==> config.mk <==
export PLATFORM = sky130hd
export DESIGN_NAME = iq_packer
export DESIGN_NICKNAME = d
export VERILOG_FILES = /design/src/rtl/iq_pack_pkg.sv /design/src/rtl/iq_narrow.sv /design/src/rtl/iq_mode_track.sv /design/src/rtl/iq_pack_core.sv /design/src/rtl/iq_packer.sv
export SDC_FILE = /design/constraint.sdc
export NUM_CORES = 1
export LEC_CHECK = 0
export BUFFER_PORTS_ARGS = -buffer_cell sky130_fd_sc_hd__buf_2
export CORE_AREA = 2 2 72 74
export DETAILED_ROUTE_END_ITERATION = 8
export DIE_AREA = 0 0 74 76
export GPL_TIMING_DRIVEN = 0
export PLACE_DENSITY = 0.71
export SLEW_MARGIN = 20
export SYNTH_ARGS = -nofsm -noshare
export SYNTH_HDL_FRONTEND = slang
export SYNTH_SLANG_ARGS = --single-unit
==> constraint.sdc <==
create_clock -name clk -period 2.12 [get_ports clk]
set_input_delay 0.106 -clock clk [delete_from_list [all_inputs] [get_ports clk]]
set_output_delay 0.106 -clock clk [all_outputs]
set_load 0.01 [all_outputs]
==> src/rtl/iq_pack_pkg.sv <==
package iq_pack_pkg;

    // Width selection codes; the reserved code behaves as full width
    typedef enum logic [1:0] {
        MODE_W16 = 2'd0,
        MODE_W8  = 2'd1,
        MODE_W4  = 2'd2,
        MODE_RSV = 2'd3
    } pack_mode_e;

endpackage

==> src/rtl/iq_narrow.sv <==
// Truncating narrower: passes the full component and its upper half and quarter.
module iq_narrow #(
    parameter int DW = 16
) (
    input  logic [DW-1:0]   comp,
    output logic [DW-1:0]   full_o,
    output logic [DW/2-1:0] half_o,
    output logic [DW/4-1:0] qtr_o
);
    localparam int HALF = DW / 2;
    localparam int QTR  = DW / 4;

    always_comb begin
        full_o = comp;
        half_o = comp[DW-1 -: HALF];
        qtr_o  = comp[DW-1 -: QTR];
    end
endmodule

==> src/rtl/iq_mode_track.sv <==
// Remembers the mode of the previous cycle and flags any change.
module iq_mode_track (
    input  logic       clk,
    input  logic       rst,
    input  logic [1:0] mode_sel,
    output logic       mode_chg
);
    logic [1:0] mode_d, mode_q;

    always_comb begin
        mode_d   = mode_sel;
        mode_chg = (mode_sel != mode_q);
    end

    always_ff @(posedge clk) begin
        if (rst) mode_q <= iq_pack_pkg::MODE_W16;
        else     mode_q <= mode_d;
    end
endmodule

==> src/rtl/iq_pack_core.sv <==
// Packing state machine: holds pending Q word and half-filled nibble word.
module iq_pack_core #(
    parameter int DW = 16
) (
    input  logic                   clk,
    input  logic                   rst,
    input  iq_pack_pkg::pack_mode_e mode,
    input  logic                   mode_chg,
    input  logic                   in_valid,
    input  logic [DW-1:0]          i_full,
    input  logic [DW-1:0]          q_full,
    input  logic [DW/2-1:0]        i_half,
    input  logic [DW/2-1:0]        q_half,
    input  logic [DW/4-1:0]        i_qtr,
    input  logic [DW/4-1:0]        q_qtr,
    output logic                   in_ready,
    output logic                   out_valid,
    output logic [DW-1:0]          out_word
);
    import iq_pack_pkg::*;

    localparam int HALF = DW / 2;

    typedef struct packed {
        logic            q_pend;
        logic [DW-1:0]   q_hold;
        logic            half_full;
        logic [HALF-1:0] nib_hold;
        logic            out_vld;
        logic [DW-1:0]   out_word;
    } pack_st_t;

    pack_st_t st_d, st_q;
    logic     take;

    always_comb begin
        st_d         = st_q;
        st_d.out_vld = 1'b0;
        take         = in_valid && !st_q.q_pend;

        if (mode_chg) begin
            st_d.q_pend    = 1'b0;
            st_d.half_full = 1'b0;
        end

        if (st_q.q_pend) begin
            if (!mode_chg) begin
                st_d.out_vld  = 1'b1;
                st_d.out_word = st_q.q_hold;
                st_d.q_pend   = 1'b0;
            end
        end else if (take) begin
            case (mode)
                MODE_W8: begin
                    st_d.out_vld  = 1'b1;
                    st_d.out_word = {q_half, i_half};
                end
                MODE_W4: begin
                    if (st_q.half_full && !mode_chg) begin
                        st_d.out_vld   = 1'b1;
                        st_d.out_word  = {q_qtr, i_qtr, st_q.nib_hold};
                        st_d.half_full = 1'b0;
                    end else begin
                        st_d.nib_hold  = {q_qtr, i_qtr};
                        st_d.half_full = 1'b1;
                    end
                end
                default: begin
                    st_d.out_vld  = 1'b1;
                    st_d.out_word = i_full;
                    st_d.q_hold   = q_full;
                    st_d.q_pend   = 1'b1;
                end
            endcase
        end
    end

    always_ff @(posedge clk) begin
        if (rst) st_q <= '0;
        else     st_q <= st_d;
    end

    always_comb begin
        in_ready  = !st_q.q_pend;
        out_valid = st_q.out_vld;
        out_word  = st_q.out_word;
    end
endmodule

==> src/rtl/iq_packer.sv <==
module iq_packer #(
    parameter int DW = 16
) (
    input  logic          clk,
    input  logic          rst,
    input  logic [1:0]    mode_sel,
    input  logic          in_valid,
    input  logic [DW-1:0] in_i,
    input  logic [DW-1:0] in_q,
    output logic          in_ready,
    output logic          out_valid,
    output logic [DW-1:0] out_word
);
    import iq_pack_pkg::*;

    localparam int HALF = DW / 2;
    localparam int QTR  = DW / 4;

    logic [1:0][DW-1:0]   comp_full;
    logic [1:0][HALF-1:0] comp_half;
    logic [1:0][QTR-1:0]  comp_qtr;
    logic [1:0][DW-1:0]   comp_in;
    logic                 mode_chg;
    pack_mode_e           mode_e;

    assign comp_in[0] = in_i;
    assign comp_in[1] = in_q;
    assign mode_e     = pack_mode_e'(mode_sel);

    for (genvar c = 0; c < 2; c++) begin : g_narrow
        iq_narrow #(.DW(DW)) u_narrow (
            .comp   (comp_in[c]),
            .full_o (comp_full[c]),
            .half_o (comp_half[c]),
            .qtr_o  (comp_qtr[c])
        );
    end

    iq_mode_track u_mode (
        .clk      (clk),
        .rst      (rst),
        .mode_sel (mode_sel),
        .mode_chg (mode_chg)
    );

    iq_pack_core #(.DW(DW)) u_core (
        .clk       (clk),
        .rst       (rst),
        .mode      (mode_e),
        .mode_chg  (mode_chg),
        .in_valid  (in_valid),
        .i_full    (comp_full[0]),
        .q_full    (comp_full[1]),
        .i_half    (comp_half[0]),
        .q_half    (comp_half[1]),
        .i_qtr     (comp_qtr[0]),
        .q_qtr     (comp_qtr[1]),
        .in_ready  (in_ready),
        .out_valid (out_valid),
        .out_word  (out_word)
    );
endmodule

=== Yosys cells after proc, flatten, opt, wreduce, memory -nomap -nowiden ===
Index checks and enable logic that the tools add are counted.
W data, S select, Z words.

* Equality and inequality tests: 5
* Mux-type cells: 14
* Bitwise logic cells: 3
* Reduce and logical (&&, ||, !) cells: 9

{| class="wikitable"
|+ Operator list
! operator !! count
|-
| $mux W17 || 4
|-
| $mux W43 || 1
|-
| $pmux W17 S2 || 1
|-
| $mux W9 || 2
|-
| $mux W8 || 1
|-
| $reduce_and A3 Y1 || 2
|-
| $mux W1 || 5
|-
| $reduce_and A4 Y1 || 1
|-
| $ne A3 B1 Y1 const B || 1
|-
| $not A1 Y1 || 3
|-
| $eq A2 B1 Y1 const B || 1
|-
| $eq A2 B2 Y1 const B || 1
|-
| $logic_and A1 B1 Y1 || 2
|-
| $logic_not A1 Y1 || 2
|-
| $ne A2 B2 Y1 || 1
|-
| $ne A2 B2 Y1 const B || 1
|-
| $reduce_bool A2 Y1 || 1
|-
| $reduce_or A2 Y1 || 1
|}

* Register bits after elaboration: 45
* Input bits: 37
* Output and inout port bits: 18
* Word-level logic and storage cells: 38

=== Longest topological paths before layout ===
Gate-level depths: netlist of run 1.

* Depth after elaboration: 7
* Mapped depth: 10
* Gate-level depth less buffers: 8

=== Cells and area by module ===
Synthesis of run 1 repeated with hierarchy kept, for this count alone.

* Cells, all modules: 366
* Area total of the unflattened synthesis: 2915.3 sq um

{| class="wikitable"
|+ Modules (own cells, without submodules)
! module !! times used !! cells an instance !! area each (sq um) !! sequential area each (sq um)
|-
| iq_pack_core || 1 || 303 || 2418.6 || 860.8
|-
| iq_narrow || 2 || 28 || 210.2 || 0.0
|-
| iq_mode_track || 1 || 7 || 76.3 || 40.0
|}

=== Worst setup path before layout of run 1 ===
Ideal clock, no wire load.

* Path kind: flip-flop to flip-flop
* From: reg u_mode.mode_q[1]
* To: reg u_core.st_q, in the netlist u_core.out_word[10]
* Arrival: 2168 ps
* Slack: -118 ps
* Cell stages (with the launch flop): 11
* Cell sequence: dfxtp_1 > xor2_1 > nor2_1 > clkbuf_1 > nand2_1 > ha_1 > nor3b_1 > buf_2 > buf_1 > a32oi_1 > a21oi_1

* Cells in the longest elaborated chain, start to end: 5
* Elaborated cells between the ends (all ways): 6
* Classes of those cells: eq/ne: 3; reduce/logical: 3

{| class="wikitable"
|+ Ends and longest elaborated chain
! what !! line !! source
|-
| start: declaration || iq_mode_track.sv:8 || <nowiki>logic [1:0] mode_d, mode_q;</nowiki>
|-
| start signal: assignment || iq_mode_track.sv:16 || <nowiki>if (rst) mode_q <= iq_pack_pkg::MODE_W16;</nowiki>
|-
| start signal: assignment || iq_mode_track.sv:17 || <nowiki>else mode_q <= mode_d;</nowiki>
|-
| $ne A2 B2 Y1 (*) || iq_mode_track.sv:12 || <nowiki>mode_chg = (mode_sel != mode_q);</nowiki>
|-
| $logic_not A1 Y1 || -- ||
|-
| $logic_and A1 B1 Y1 || iq_pack_core.sv:59 || <nowiki>if (st_q.half_full && !mode_chg) begin</nowiki>
|-
| $ne A3 B1 Y1 (no line) || -- ||
|-
| $reduce_and A3 Y1 (no line) (*) || -- ||
|-
| end signal: assignment || iq_pack_core.sv:80 || <nowiki>else st_q <= st_d;</nowiki>
|-
| end: declaration || iq_pack_core.sv:33 || <nowiki>pack_st_t st_d, st_q;</nowiki>
|}

Mark *: on every way between the ends. The rest lies on a longest branch, timed or not.
A chain may end at the register's enable or synchronous reset.

=== Worst setup path in the final report of run 1 ===
* From: reg u_mode.mode_q[0]
* To: reg u_core.st_q, in the netlist u_core.out_word[1]

Same word-level chain as after synthesis.

==> results.cfg, run 1 <==
[clocking]
cts_tree = yes
clock_path_buffers = 2
path_clk_slew_ns = 0.09
cts_buffers = 5
h-tree-depth = 2
cts_root_buffer = clkbuf_8
cts_sinks = 45
cts_hold_buf = 0
insertion_delay_ns = 0.31

[timing]
max_freq_ghz = 0.494
drv_slew = 0
setup_ws_ns = 0.0969
finClkSkew_ns = 0.00727
finalHoldViolations = 0
final.min_clock_period_ns = 2.02
finalCritPeriodShare_pct = 95.4
worst_slew_pin_slew_ns = 0.666
slew_headroom_pct = 55.6
finalSetupViolCount = 0

[place]
place_ws_ns = -0.300
dp_hpwl_um = 4370
dp.cells = 395
port_buffers = 53
gp_routability_congestion = 0.808

[drt]
first_pass_iters = 4
drc = 0
routed-via-count = 2176
drt-initial-drc-count = 187
via_per_inst = 5.31
drt_wl_total_um = 6080
wl_per_cell_um = 14.8
antenna_left = 0

[synth]
postSynthAreaPerCell_um2 = 8.08
synth-seq-area-share_pct = 41.0
synthFlopType = dfxtp_1
synth_top_area_share_pct = 41.0
synthAdderAreaFrac_pct = 1.71
synth_top_cell_by_area = dfxtp_1
synthesis.instances = 272
synthXorXnorAreaFrac_pct = 1.59
synth_simple_gate_area_share_pct = 16.3
synthesis.area_um2 = 2200
muxShareOfSynthArea_pct = 3.64
ys_types = 28
synth_compound_area_share_pct = 24.5
yosysWarnings = 0
synth_top_family_by_area = compound AO/OA/AOI/OAI gates
synthArstFlopShare_pct = 0
synthTopCellsByArea = dfxtp_1, nand2_1, a32oi_1
postSynthNetCount = 312
ys_ff_latch = 45
synth_edf_count = 0

[grt]
grt_max_degree = 15
grt_pass1_wl_um = 9630
antenna_found_initial = 0
grt_use_total_pct = 22.4
overflow = 0
grt_pass1_vias = 1970

[run_status]
outcome = finished, final reports clean

[floorplanning]
start_util_pct = 44.7
die-area_um2 = 5620
core_um2 = 4910
io_pins = 55
die_w_um = 74
die_y_um = 76
num_rows = 26

[cells_and_area]
drive_gt1_share_pct = 28.5
area_growth_pct = 25.3
diodes = 0
n_fill_cell = 467
fin_util_pct = 56.0
finalNonFillerCells = 410
final_nets = 379

[setup_path]
r2r_end = u_core.out_word[1]
critPathLaunch = u_mode.mode_q[0]
critPathRequiredTime_ns = 2.30
cp.arrival_ns = 2.20
endpoint = u_core.out_word[1]
worstSetupEndpointType = register
path_class = register to register
worst-r2r-setup-slack_ns = 0.1
rr_startpoint = u_mode.mode_q[0]
ff2ff_path_depth = 10
setup.worst_path.start_class = register
path_max_fanout = 7

[flow_run]
max_cap_viol_count = 0

[power]
leakage_nw = 1.11
ir_drop_v = 0.000305
p_per_area_nw_per_um2 = 672

[hold_path]
hp-class = primary input to register
## placed cells by master (no fill, tap or decap), types with 2 or more instances in the layout
cell and count:
buf_6 3, o2bb2ai_1 4, ha_1 2, inv_1 9, dfxtp_1 45, buf_2 56
buf_4 25, mux2i_1 8, a32oi_1 24, xor2_1 2, clkbuf_8 5, clkbuf_1 12
a31oi_1 2, a221oi_1 4, o21ai_0 13, nand3_1 5, a21oi_1 28, nand2_1 62
nor2_1 13, clkinvlp_4 2, xnor2_1 2
## how the worst min path moves through the flow
stage	startpoint	endpoint	slack, ns	cells after the start
6_report	in_q[0]	u_core.st_q[26]	0.03	3
2_1_floorplan	mode_sel[0]	u_mode.mode_q[0]	0.23	2
5_1_grt	in_q[7]	u_core.st_q[33]	0.04	3
4_1_cts	in_q[0]	u_core.st_q[26]	0.03	3
3_3_place_gp	in_q[0]	u_core.st_q[26]	0.35	3
3_5_place_dp	in_q[0]	u_core.st_q[26]	0.35	3
## sequential cells by signal, summed over array words and instances (netlist names)
name and flops:
u_core.out_valid 1, u_core.st_q 26, u_core.out_word 16, u_mode.mode_q 2
## cell usage after synthesis (2+ instances only)
cell type and count:
a21oi_1 28, a221oi_1 4, a31oi_1 3, a32oi_1 24, buf_1 2, buf_2 5, buf_4 18, clkbuf_1 12
dfxtp_1 45, ha_1 3, inv_1 9, mux2i_1 8, nand2_1 62, nand3_1 5, nor2_1 14, o21ai_0 13
o2bb2ai_1 4, xnor2_1 2, xor2_1 2
## metrics by stage
| stage | power [mW] | instance area, um^2 | TNS [ns] | hold slack (ns) |
|---|---|---|---|---|
| global route | 1.93 | 2750 | -0.00454 | 0.0384 |
| detailed placement | 1.29 | 2550 | -4.11 | 0.354 |
| floorplan | 1.16 | 2200 | 0 | 0.235 |
| global placement | 1.28 | 2550 | -3.74 | 0.350 |
| CTS | 1.83 | 2700 | -0.00407 | 0.0295 |
| finish | 1.85 | 2750 | 0 | 0.0250 |
## cells by family (layout without fill, tap and decap cells)
group           count (synthesis)  in the layout
buf+inv                        46            114
fa+ha+maj                       3              3
simple gates                   88             88
xor+xnor                        4              4
compound gates                 78             78
flops                          45             45
mux                             8              8
## cell type report
type | count | area [um^2] | share of cell area, %
plain buffers | 37 | 240 | 8.73
flip-flops and latches | 45 | 901 | 32.7
inverters | 9 | 33.8 | 1.23
clock buffers | 6 | 72.6 | 2.64
well taps | 70 | 87.6 | 3.18
multi-input cells | 181 | 1080 | 39.3
clock inverters | 2 | 15.0 | 0.545
repair buffers | 60 | 322 | 11.7
## metal layers
| layer | track usage [%] | vias to the layer above | routed length [um] |
|---|---|---|---|
| met5 | 0 | - | 0 |
| met4 | 8.73 | 0 | 124 |
| met3 | 5.56 | 10 | 406 |
| met2 | 34.9 | 76 | 2860 |
| met1 | 29.5 | 1013 | 2690 |
| li1 | - | 1077 | - |
## where the power goes
group	switching [mW]	total, mW	internal [mW]	leakage (nW)
Clock	0.305	0.537	0.232	0.0374
Combinational	0.222	0.392	0.170	0.709
Sequential	0.0275	0.920	0.892	0.368
Total	0.554	1.85	1.29	1.11
## critical path, cell delays in order (launching register included)
cell	delay, ns
dfxtp_1	0.33
xor2_1	0.18
nor2_2	0.21
buf_8	0.13
nand2_1	0.05
ha_2	0.19
nor3b_4	0.25
a31oi_4	0.11
buf_4	0.20
a32oi_1	0.15
a21oi_1	0.09
## what timing repair did
action / in CTS / in global routing
cloned: 1 / 0
pin swaps: 1 / 2
resized for setup: 9 / 6
hold endpoints to repair: 0 / 0
buffers inserted: 3 / 3
setup endpoints to repair: 16 / 16
Note: power is estimated with default switching activity, not from simulation.
==> run 2: changes to the inputs <==
--- a/config.mk
+++ b/config.mk
@@ -7,10 +7,11 @@
 export LEC_CHECK = 0
 export BUFFER_PORTS_ARGS = -buffer_cell sky130_fd_sc_hd__buf_2
 export CORE_AREA = 2 2 72 74
+export CTS_CLUSTER_SIZE = 14
 export DETAILED_ROUTE_END_ITERATION = 8
 export DIE_AREA = 0 0 74 76
-export GPL_TIMING_DRIVEN = 0
 export PLACE_DENSITY = 0.71
+export RECOVER_POWER = 100
 export SLEW_MARGIN = 20
 export SYNTH_ARGS = -nofsm -noshare
 export SYNTH_HDL_FRONTEND = slang
==> results.cfg, run 2 (synthesis gave the netlist of run 1 again) <==
[setup_path]
cp_slowest_stage_delay_ns = 0.37
critPathRequiredTime_ns = 2.27
crit_slowest_cell = clkbuf_4
rr_startpoint = u_mode.mode_q[0]
worstSetupEndpointType = register
r2r_end = u_core.out_word[15]
path_class = register to register
path_max_fanout = 28
setup.worst_path.start_class = register
worstPathCellList = xor2_1 > nor2_2 > nand2_1 > ha_1 > nor3b_2 > clkbuf_4 > o2bb2ai_1 > a221oi_1
worst-r2r-setup-slack_ns = 0.19
ff2ff_path_depth = 8
cp.arrival_ns = 2.07

[power]
ir_drop_v = 0.000327
p_per_area_nw_per_um2 = 709
fin_total_pwr_mw = 1.77
leakage_nw = 0.921

[drt]
antenna_left = 0
first_pass_iters = 4
drc = 0
wl_per_cell_um = 14.5
routed-via-count = 2033
drt-initial-drc-count = 118
via_per_inst = 5.38
drt_wl_total_um = 5480

[clocking]
cts_hold_buf = 0
insertion_delay_ns = 0.30
cts_resized = 0
cts_root_buffer = clkbuf_8
cts_setup_buffers = 0
clock_path_buffers = 2
cts_buffers = 5
cts_tree = yes
cts_sinks = 45
h-tree-depth = 2
path_clk_slew_ns = 0.09

[grt]
grt_pass1_vias = 1934
antenna_found_initial = 0
busiest_layer = met2
use_met2_pct = 32.2
grt_max_degree = 46
grt_util_met1_pct = 27.7
grt_pass1_wl_um = 8950
grt_use_total_pct = 20.2
overflow = 0
grt_use_met3_pct = 4.10

[timing]
finalSetupViolCount = 0
rsz0062_at_grt = no
worst_slew_pin_slew_ns = 0.807
finClkSkew_ns = 0.0111
max_freq_ghz = 0.518
finalCritPeriodShare_pct = 91.0
finalHoldViolations = 0
slew_headroom_pct = 46.2
setup_ws_ns = 0.191
drv_slew = 0
final.setup.tns_ns = 0
final.min_clock_period_ns = 1.93
hold_slack_ns = 0.0382

[flow_run]
max_cap_viol_count = 0

[hold_path]
hold_path_startpoint = in_q[7]
holdPathStages = 3
worstHoldEndpoint = u_core.st_q[33]
hp-class = primary input to register

[cells_and_area]
most-common-layout-cells = nand2_1, dfxtp_1, buf_2
n_fill_cell = 523
fin_util_pct = 50.8
area_growth_pct = 13.6
top_register = u_core.st_q
final_nets = 347
final_common_cell = nand2_1
drive_gt1_share_pct = 18.5
largest_register_ffs = 26
diodes = 0

[run_status]
outcome = finished, final reports clean

[place]
port_buffers = 54
dp_hpwl_um = 3940
gp_routability_congestion = 0.769
place_ws_ns = 0.260

[floorplanning]
core_um2 = 4910
die_y_um = 76
io_pins = 55
num_rows = 26
start_util_pct = 44.7
die-area_um2 = 5620
die_w_um = 74
-- run 2: per-layer routing --
layer  share of wire, %  vias to the layer above
met1                 44                      946
met3                6.3                        6
met5                  0                        -
met2                 48                       72
met4               0.95                        0
li1                   -                     1009
-- run 2: metrics by stage --
step           area [um^2]  instances
5_1_grt               2490        378
6_report              2490        378
2_1_floorplan         2200        272
3_5_place_dp          2430        370
4_1_cts               2520        378
3_3_place_gp          2430        370
-- run 2: power by group --
group          total, mW  internal (mW)  switching, mW
Combinational      0.311          0.117          0.194
Clock              0.536          0.234          0.302
Sequential         0.922          0.892         0.0292
-- run 2: worst max path at each step --
stage | depth (start not counted) | endpoint | from | slack [ns]
after global placement | 8 | u_core.out_word[15] | u_mode.mode_q[0] | 0.33
after CTS | 8 | u_core.out_word[15] | u_mode.mode_q[0] | 0.26
final | 8 | u_core.out_word[15] | u_mode.mode_q[0] | 0.19
after global routing | 8 | u_core.out_word[15] | u_mode.mode_q[0] | 0.05
after detailed placement | 8 | u_core.out_word[15] | u_mode.mode_q[0] | 0.26
after floorplan | 10 | u_core.out_word[4] | u_mode.mode_q[0] | 0.06
-- run 2: layout make-up --
class / instances / area, um^2 / area share, %
Multi-Input combinational cell: 181 / 1060 / 42.4
Sequential cell: 45 / 901 / 36.1
Timing Repair Buffer: 65 / 324 / 13.0
Tap cell: 70 / 87.6 / 3.51
Clock buffer: 5 / 68.8 / 2.76
Inverter: 9 / 33.8 / 1.35
Clock inverter: 3 / 22.5 / 0.903
-- run 2: worst max-delay path: cells and delay by family, from the launching register on --
family | cells | cell delay [ns]
simple gates | 3 | 0.41
buf+inv | 1 | 0.37
flops | 1 | 0.33
compound gates | 2 | 0.27
fa+ha+maj | 1 | 0.21
xor+xnor | 1 | 0.18
==> run 3: changes to the inputs <==
--- a/config.mk
+++ b/config.mk
@@ -6,13 +6,13 @@
 export NUM_CORES = 1
 export LEC_CHECK = 0
 export BUFFER_PORTS_ARGS = -buffer_cell sky130_fd_sc_hd__buf_2
-export CORE_AREA = 2 2 72 74
+export CORE_AREA = 2 2 68 70
 export CTS_CLUSTER_SIZE = 14
 export DETAILED_ROUTE_END_ITERATION = 8
-export DIE_AREA = 0 0 74 76
-export PLACE_DENSITY = 0.71
-export RECOVER_POWER = 100
+export DIE_AREA = 0 0 70 72
+export PLACE_DENSITY = 0.75
 export SLEW_MARGIN = 20
 export SYNTH_ARGS = -nofsm -noshare
 export SYNTH_HDL_FRONTEND = slang
 export SYNTH_SLANG_ARGS = --single-unit
+export TNS_END_PERCENT = 5
==> constraint.sdc (replaced) <==
create_clock -name clk -period 2.1 [get_ports clk]
set_input_delay 0.105 -clock clk [delete_from_list [all_inputs] [get_ports clk]]
set_output_delay 0.105 -clock clk [all_outputs]
set_load 0.01 [all_outputs]
==> results.cfg, run 3 (synthesis gave the netlist of run 1 again) <==
[cells_and_area]
area_growth_pct = 14.7
finalNonFillerCells = 359
diodes = 0
most-common-layout-cells = nand2_1, buf_2, dfxtp_1
top_register = u_core.st_q
drive_gt1_share_pct = 24.4
final_common_cell = nand2_1
final_nets = 347
largest_register_ffs = 26

[setup_path]
path_buf_inv = 1
cp.arrival_ns = 2.09
critPathRequiredTime_ns = 2.24
setup.worst_path.start_class = register
worstPathCellList = xor2_1 > nor2_2 > nand2_1 > ha_1 > nor3b_4 > a31oi_4 > buf_4 > a32oi_1 > a21oi_1
crit_slowest_cell = dfxtp_1
worst-r2r-setup-slack_ns = 0.15
path_max_fanout = 11
cpLargestDelayFamily = simple AND/OR/NAND/NOR gates
worstSetupEndpointType = register
path_class = register to register
cp_slowest_stage_delay_ns = 0.35

[clocking]
path_clk_slew_ns = 0.08
h-tree-depth = 2
clock_path_buffers = 2
cts_buffers = 5
cts_tree = yes
cts_sinks = 45
insertion_delay_ns = 0.29
cts_root_buffer = clkbuf_8

[drt]
first_pass_iters = 4
wl_per_cell_um = 15.5
antenna_left = 0
drt_wl_total_um = 5580
routed-via-count = 2047
drc = 0
via_per_inst = 5.70
drt-initial-drc-count = 120

[timing]
final.min_clock_period_ns = 1.95
drv_slew = 0
rsz0062_at_grt = no
finClkSkew_ns = 0.00805
max_freq_ghz = 0.514
slew_headroom_pct = 46.0
final.setup.tns_ns = 0
finalSetupViolCount = 0
finalHoldViolations = 0
hold_slack_ns = 0.0431
setup_ws_ns = 0.153
finalCritPeriodShare_pct = 92.7
worst_slew_pin_slew_ns = 0.809

[power]
p_per_area_nw_per_um2 = 713
leakage_nw = 0.999
ir_drop_v = 0.000498
fin_total_pwr_mw = 1.80

[place]
place_ws_ns = 0.0999
dp.cells = 352
dp_hpwl_um = 3830
port_buffers = 54
gp_routability_congestion = 0.877

[floorplanning]
num_rows = 24
die_w_um = 70
core_um2 = 4260
die_y_um = 72
start_util_pct = 51.5
die-area_um2 = 5040
io_pins = 55

[grt]
grt_pass1_vias = 1861
grt_max_degree = 46
overflow = 0
antenna_found_initial = 0
grt_use_total_pct = 22.5
grt_pass1_wl_um = 9040

[flow_run]
max_cap_viol_count = 0

[hold_path]
hp-class = primary input to register

[run_status]
outcome = finished, final reports clean
run 3: cell count changes in the layout (fill, tap and decap cells not counted), sizes merged:
| cell | before | now |
|---|---|---|
| buf | 45 | 65 |
| clkbuf | 25 | 7 |
| clkinv | 3 | 0 |
run 3: tightest hold or removal path, cell delays in order:
cell	delay, ns
buf_2	0.09
nand2_1	0.04
a21oi_1	0.05
run 3: worst paths after layout:
kind	from	endpoint	depth (start not counted)
worst max-delay path	u_mode.mode_q[0]	u_core.out_word[11]	9
worst min-delay path	in_q[2]	u_core.st_q[28]	3
worst max register to register	u_mode.mode_q[0]	u_core.out_word[11]	9
worst min register to register	u_core.st_q[34]	u_core.st_q[34]	2
run 3: timing repair:
action	in CTS	in global routing
endpoints found under the hold margin	0	0
resized for setup	0	4
endpoints found under the setup margin	0	11
buffers inserted	0	0
hold buffers	0	0
run 3: cell type report:
type,count,area (um^2)
Clock buffer,7,86.3
Fill cell,423,1740
Inverter,9,33.8
Multi-Input combinational cell,181,1080
Sequential cell,45,901
Tap cell,52,65.1
Timing Repair Buffer,65,357
run 3: layer usage:
layer	wire length, um	share of wire, %	global-route usage (%)	vias up
li1	-	-	-	1013
met1	2550	46	29.2	965
met2	2640	47	36.6	60
met3	287	5.1	5.14	9
met4	100	1.8	9.19	0
met5	0	0	0	-
run 3: metrics by stage:
stage	cell area (um^2)	util, %
floorplan	2200	-
global route	2520	59.1
detailed placement	2410	56.5
global placement	2410	56.5
finish	2520	59.1
CTS	2500	58.5
run 3: power breakdown:
part	leakage (nW)	switching (mW)	internal, mW
registers	0.368	0.0285	0.901
clock network	0.0443	0.275	0.261
logic	0.587	0.202	0.129
total	0.999	0.506	1.29
